<file path="config.mk">
export PLATFORM = sky130hd
export DESIGN_NAME = cmos_port
export DESIGN_NICKNAME = d
export VERILOG_FILES = /design/src/rtl/cmos_port_pkg.sv /design/src/rtl/cmos_index_regs.sv /design/src/rtl/cmos_decode.sv /design/src/rtl/cmos_store.sv /design/src/rtl/cmos_port.sv
export SDC_FILE = /design/constraint.sdc
export NUM_CORES = 2
export LEC_CHECK = 0
export ABC_CLOCK_PERIOD_IN_PS = 6500
export CAP_MARGIN = 10
export CELL_PAD_IN_SITES_DETAIL_PLACEMENT = 0
export CELL_PAD_IN_SITES_GLOBAL_PLACEMENT = 1
export CORE_MARGIN = 4
export CORE_UTILIZATION = 30
export DETAILED_ROUTE_END_ITERATION = 12
export PLACE_DENSITY_LB_ADDON = 0.1
export SYNTH_ARGS = -nofsm -noshare
export SYNTH_HDL_FRONTEND = slang
export SYNTH_SLANG_ARGS = --single-unit
</file>
<file path="constraint.sdc">
create_clock -name clk_i -period 6.5 [get_ports clk_i]
set_clock_uncertainty 0.2 [all_clocks]
set_input_delay 1.3 -clock clk_i [delete_from_list [all_inputs] [get_ports clk_i]]
set_output_delay 1.3 -clock clk_i [all_outputs]
set_load 0.02 [all_outputs]
</file>
<file path="src/rtl/cmos_port_pkg.sv">
// Shared types for the indexed register port.
// Assumes: every index of both banks falls into exactly one target class.
package cmos_port_pkg;

    // Target class of the byte that the current data-port access reaches
    typedef enum logic [1:0] {
        TGT_STORE  = 2'd0,   // local general-purpose byte
        TGT_CLOCK  = 2'd1,   // forwarded to the timekeeping block
        TGT_STATUS = 2'd2    // local status register
    } tgt_e;

endpackage

</file>
<file path="src/rtl/cmos_index_regs.sv">
// One pointer register per bank. Each register loads on its own write
// strobe and holds its value otherwise.
// Assumes: at most one strobe is active per cycle. The caller drops any
// upper data bits beyond IDX_W.
module cmos_index_regs #(
    parameter int IDX_W = 7,
    parameter int NBANK = 2
) (
    input  logic                         clk_i,
    input  logic                         rst_n_i,
    input  logic [NBANK-1:0]             ld_i,
    input  logic [IDX_W-1:0]             val_i,
    output logic [NBANK-1:0][IDX_W-1:0]  idx_o
);

    for (genvar b = 0; b < NBANK; b++) begin : g_bank
        // Load pointer b on its strobe, clear on reset
        always_ff @(posedge clk_i) begin
            if (!rst_n_i)
                idx_o[b] <= '0;
            else if (ld_i[b])
                idx_o[b] <= val_i;
        end
    end

endmodule

</file>
<file path="src/rtl/cmos_decode.sv">
// Decodes a host I/O address into window hit, port kind and bank.
// Classifies the bank's current pointer into a target class.
// Assumes: BASE_ADDR is aligned to four bytes. The upper bank has no
// special indices.
module cmos_decode
    import cmos_port_pkg::*;
#(
    parameter int                ADDR_W      = 16,
    parameter logic [ADDR_W-1:0] BASE_ADDR   = 16'h0070,
    parameter int                IDX_W       = 7,
    parameter int                STATUS_IDX  = 13,
    parameter int                CENTURY_IDX = 50
) (
    input  logic [ADDR_W-1:0]       addr_i,
    input  logic [1:0][IDX_W-1:0]   idx_i,
    output logic                    hit_o,
    output logic                    data_o,
    output logic                    bank_o,
    output logic [IDX_W-1:0]        idx_o,
    output tgt_e                    tgt_o
);

    localparam logic [IDX_W-1:0] STAT_I = IDX_W'(STATUS_IDX);
    localparam logic [IDX_W-1:0] CLK_LAST_I = IDX_W'(STATUS_IDX - 1);
    localparam logic [IDX_W-1:0] CENT_I = IDX_W'(CENTURY_IDX);

    // Window compare and port split
    always_comb begin
        hit_o  = (addr_i[ADDR_W-1:2] == BASE_ADDR[ADDR_W-1:2]);
        bank_o = addr_i[1];
        data_o = addr_i[0];
        idx_o  = idx_i[addr_i[1]];
    end

    // Classify the selected index
    always_comb begin
        if (bank_o)
            tgt_o = TGT_STORE;
        else if (idx_o == STAT_I)
            tgt_o = TGT_STATUS;
        else if (idx_o <= CLK_LAST_I || idx_o == CENT_I)
            tgt_o = TGT_CLOCK;
        else
            tgt_o = TGT_STORE;
    end

endmodule

</file>
<file path="src/rtl/cmos_store.sv">
// General-purpose byte storage for both banks, addressed by {bank, index}.
// The write is synchronous, the read is combinational, and every byte
// clears on reset.
// Assumes: the caller never writes entries that it routes elsewhere.
module cmos_store #(
    parameter int DATA_W = 8,
    parameter int IDX_W  = 7
) (
    input  logic              clk_i,
    input  logic              rst_n_i,
    input  logic              we_i,
    input  logic              bank_i,
    input  logic [IDX_W-1:0]  idx_i,
    input  logic [DATA_W-1:0] wdata_i,
    output logic [DATA_W-1:0] rdata_o
);

    localparam int DEPTH = 2 << IDX_W;

    logic [DATA_W-1:0] mem_q [DEPTH];
    logic [IDX_W:0]    addr;

    assign addr    = {bank_i, idx_i};
    assign rdata_o = mem_q[addr];

    // Clear all bytes on reset, write one byte per strobe
    always_ff @(posedge clk_i) begin
        if (!rst_n_i) begin
            for (int i = 0; i < DEPTH; i++)
                mem_q[i] <= '0;
        end else if (we_i) begin
            mem_q[addr] <= wdata_i;
        end
    end

endmodule

</file>
<file path="src/rtl/cmos_port.sv">
// Host-facing indexed register port. Two pointer/data pairs reach 256
// bytes. Timekeeping indices are forwarded, status is local, and the rest
// is storage. Read data and the flag-clear strobe are registered.
// Assumes: io_rd_i and io_wr_i are never high together, and each access
// lasts one cycle.
module cmos_port
    import cmos_port_pkg::*;
#(
    parameter int                ADDR_W      = 16,
    parameter logic [ADDR_W-1:0] BASE_ADDR   = 16'h0070,
    parameter int                DATA_W      = 8,
    parameter int                IDX_W       = 7,
    parameter int                FLAG_IDX    = 12,
    parameter int                STATUS_IDX  = 13,
    parameter int                CENTURY_IDX = 50,
    parameter int                VALID_BIT   = 7
) (
    input  logic              clk_i,
    input  logic              rst_n_i,
    input  logic [ADDR_W-1:0] io_addr_i,
    input  logic              io_rd_i,
    input  logic              io_wr_i,
    input  logic [DATA_W-1:0] io_wdata_i,
    output logic [DATA_W-1:0] io_rdata_o,
    input  logic              vrt_i,
    output logic              tk_sel_o,
    output logic              tk_we_o,
    output logic [IDX_W-1:0]  tk_idx_o,
    output logic [DATA_W-1:0] tk_wdata_o,
    input  logic [DATA_W-1:0] tk_rdata_i,
    output logic              flag_clr_o
);

    localparam int NBANK = 2;
    localparam logic [IDX_W-1:0] FLAG_I = IDX_W'(FLAG_IDX);

    logic [NBANK-1:0][IDX_W-1:0] idx_q;
    logic [NBANK-1:0]            idx_ld;
    logic                        hit, is_data, bank;
    logic [IDX_W-1:0]            cur_idx;
    tgt_e                        tgt;
    logic                        store_we;
    logic [DATA_W-1:0]           store_rd, rd_val, status_val;

    cmos_decode #(
        .ADDR_W(ADDR_W), .BASE_ADDR(BASE_ADDR), .IDX_W(IDX_W),
        .STATUS_IDX(STATUS_IDX), .CENTURY_IDX(CENTURY_IDX)
    ) u_dec (
        .addr_i(io_addr_i), .idx_i(idx_q), .hit_o(hit), .data_o(is_data),
        .bank_o(bank), .idx_o(cur_idx), .tgt_o(tgt)
    );

    // Pointer load strobes, one per bank
    always_comb begin
        for (int b = 0; b < NBANK; b++)
            idx_ld[b] = io_wr_i && hit && !is_data && (bank == b[0]);
    end

    cmos_index_regs #(.IDX_W(IDX_W), .NBANK(NBANK)) u_idx (
        .clk_i(clk_i), .rst_n_i(rst_n_i), .ld_i(idx_ld),
        .val_i(io_wdata_i[IDX_W-1:0]), .idx_o(idx_q)
    );

    // Storage write strobe for local bytes
    assign store_we = io_wr_i && hit && is_data && (tgt == TGT_STORE);

    cmos_store #(.DATA_W(DATA_W), .IDX_W(IDX_W)) u_store (
        .clk_i(clk_i), .rst_n_i(rst_n_i), .we_i(store_we), .bank_i(bank),
        .idx_i(cur_idx), .wdata_i(io_wdata_i), .rdata_o(store_rd)
    );

    // Side interface to the timekeeping block
    always_comb begin
        tk_sel_o   = (io_rd_i || io_wr_i) && hit && is_data && (tgt == TGT_CLOCK);
        tk_we_o    = tk_sel_o && io_wr_i;
        tk_idx_o   = cur_idx;
        tk_wdata_o = io_wdata_i;
    end

    // Local status value: valid flag in its bit, other bits zero
    always_comb begin
        status_val            = '0;
        status_val[VALID_BIT] = vrt_i;
    end

    // Read mux over pointer, storage, routed and status sources
    always_comb begin
        if (!is_data)
            rd_val = DATA_W'(cur_idx);
        else begin
            unique case (tgt)
                TGT_CLOCK:  rd_val = tk_rdata_i;
                TGT_STATUS: rd_val = status_val;
                default:    rd_val = store_rd;
            endcase
        end
    end

    // Register read data on in-window reads only
    always_ff @(posedge clk_i) begin
        if (!rst_n_i)
            io_rdata_o <= '0;
        else if (io_rd_i && hit)
            io_rdata_o <= rd_val;
    end

    // One-cycle strobe after a lower-bank data read of the flag register
    always_ff @(posedge clk_i) begin
        if (!rst_n_i)
            flag_clr_o <= 1'b0;
        else
            flag_clr_o <= io_rd_i && hit && is_data && !bank && (cur_idx == FLAG_I);
    end

endmodule


</file>
==> summary.md <==
| Metric | Value |
|---|---|
| Synth Register Bits | 2071 |
| Tmin final | between 6 and 7 ns |
| Initial Util | 0.302 |
| Die Ht | between 500 and 600 um |
| Hold Path Class | reg2reg |
| Aggregate global routing overflow | 0 |
| Tcrit/Tclk final | 0.964 |
| Crit start category | input pin |
| Routed WL per cell | between 30 and 40 um |
| Vias per cell | 5.22 |
| First-pass GRT wire length | 557000 um |
| Final Max Tran Viols | 0 |
| Post-Route Utilization | 0.353 |
| Cell variety after synth | 72 |
| Root Driver | clkbuf_16 |
| Ys Warns | 0 |
| IO buf count | 62 |
| Synth Area per Inst | around 12 um^2 |
| Worst-path clk slew | 0.06 ns |
| # clock sinks | 2071 |
| Initial antenna violation count | 24 |
| Cts-stage hold buffer count | 0 |
| Setup crit end kind | primary output |
| WHS Path Cells | 2 |
| Core area | 318000 um^2 |
| Number of synthesized flops with an enable pin | 2048 |
| CP Data Arrival Time | 4.76 ns |
| Vias | roughly 67000 |
| Setup_tns | 0 ns |
| Share of cells above drive strength 1 | 0.125 |
| Peak supply drop | 0.180 mV |
| Pin count of the biggest net entering global routing | approximately 150 |
| Leakage | about 38 nW |
| Pre-antenna DRT Iters | 8 |
| Final WL | ~400000 um |
| R2R depth | 12 |
| Detail Placement HPWL | 257000 um |
| Mapped Cells | roughly 8300 |
| Worst-path maximum fanout | 16 |
| Post-synth ARST share | 0 |
| CP required | 5.00 ns |
| Total GRT Usage | 0.238 |
| Outcome | finished, final reports clean |
| Buffer count from post-CTS setup fixing | 0 |
| Post-DRT Antenna Nets | 0 |
| Site Rows | around 210 |
| Synth Flop Type | edfxtp_1 |
| Cell Pwr Density | around 280 nW/um^2 |
| Post-synthesis sequential area ratio | 0.645 |
| Final nets | roughly 8500 |
| Clock Path Buffers | 4 |
| Relative slew slack | 0.141 |
| Post-CTS Resized | 0 |
| Die area | 329000 um^2 |
| Clock Latency Late Sink | around 0.89 ns |
| Max cap viols | 0 |
| Final hold vios | 0 |
| DRC | 0 |
| Synth-to-layout area growth | 16.9% |
| Synth Cell Area | 96000 um^2 |
| CTS tree | yes |
| Syn nets | 8301 |
| Inserted Clock Buffers | between 200 and 300 |
| RePlAce Congestion | between 0.8 and 0.9 |
| Num ports | 63 |
| Maximum clock frequency | between 150 and 200 MHz |
| H-tree levels | 5 |
| DRT iter0 DRCs | 6452 |
| Unrepaired setup endpoints after global routing | false |
| Actual slew at the worst max-slew pin | 1.29 ns |
| # setup viols final | 0 |
| Die width | 574 um |
| Crit Path Class | in2out |
| Vias in the first global route | 67000 |
| Overall Power | 0.0310 W |
[path summary, 6_finish.rpt]
kind                           to            start  slack (ns)
max                       tk_we_o     io_addr_i[1]        0.24
min                u_idx.idx_o[0]   u_idx.idx_o[0]        0.36
min reg2reg        u_idx.idx_o[0]   u_idx.idx_o[0]        0.36
max reg2reg  u_store.mem_q[33][7]  u_idx.idx_o[12]        1.55
[registers in the layout, indices dropped and copies added, names as in the netlist]
register,count
u_idx.idx_o,14
io_rdata_o,8
flag_clr_o,1
u_store.mem_q,2048
[critical path, cell delays in order]
cell             delay [ns]
buf_2                  0.38
mux2i_4                0.61
inv_8                  0.19
nor2_1                 0.18
nor2_1                 0.06
nor2_1                 0.07
o21ai_0                0.18
inv_1                  0.12
ha_1                   0.17
nand2_1                0.05
a21oi_1                0.50
buf_4                  0.22
and2_1                 0.11
clkdlybuf4s50_1        0.59
[cell type report]
class,count,area [um^2]
Antenna cell,17,42.5
Multi-Input combinational cell,5506,31500
Tap cell,4180,5230
Fill cell,31200,206000
Clock inverter,135,1340
Sequential cell,2071,62000
Inverter,9,62.6
Clock buffer,320,6900
Timing Repair Buffer,586,5240
[cell usage in the layout, fill, tap and decap left out, drive strengths merged, types with 62 or more instances in the layout]
master,netlist,routed
a21oi,64,64
a31oi,64,64
a32oi,62,62
and2,1292,1292
buf,210,526
clkbuf,465,329
clkinv,0,98
edfxtp,2048,2048
mux2i,271,271
mux4,135,135
nand2,1371,1371
nand3,622,622
nor2,985,985
o21ai,288,288
[kinds of logic after synthesis]
logic type               share of synthesized area
AND/OR/NAND/NOR                              0.220
flip-flops                                   0.645
buffers and inverters                       0.0301
AO/OA/AOI/OAI                               0.0441
multiplexers                                0.0602
adder cells (fa/ha/maj)                   0.000391
[cell usage after synthesis (all sizes together), types with 9 or more instances]
cell	instances	share of area
nand2	1371	0.054
o22ai	10	0.00065
mux4	135	0.032
a31oi	64	0.0042
a32oi	62	0.0057
nor2	985	0.039
a2111oi	10	0.00091
inv	9	0.00038
mux2i	271	0.029
nand4	51	0.0033
a211oi	24	0.0019
o211ai	14	0.0011
buf	210	0.012
a311oi	27	0.0025
nor2b	18	0.0012
clkbuf	465	0.018
dfxtp	23	0.0048
and3	27	0.0018
edfxtp	2048	0.64
a22oi	51	0.0040
a21oi	64	0.0033
nand3	622	0.032
o21ai	288	0.015
nor3	17	0.00094
and2	1292	0.084
nor4	12	0.00078
[layer usage]
layer	share of wire	global-route usage	wire length, um
met1	0.44	0.328	178000
met2	0.48	0.393	192000
met3	0.050	0.0290	20000
met4	0.029	0.0672	11700
met5	0.000020	0	8
[power by group]
part           internal, W  total, W  switching (W)
combinational     0.000328   0.00119       0.000859
clock              0.00841    0.0144        0.00599
sequential          0.0152    0.0154       0.000187
[metrics by stage]
| stage | cell area, um^2 | cells | hold slack [ns] | worst slack [ns] |
|---|---|---|---|---|
| final | 112000 | 12800 | 0.360 | 0.236 |
| after global routing | 112000 | 12800 | 0.374 | 0.0360 |
| after CTS | 112000 | 12800 | 0.360 | 0.186 |
| after detailed placement | 104000 | 12300 | 0.350 | 0.120 |
| after global placement | 104000 | 12300 | 0.349 | 0.0433 |
| after floorplan | 96000 | 8261 | 0.303 | 0.528 |
No activity file was read; power rests on OpenSTA's default activity.
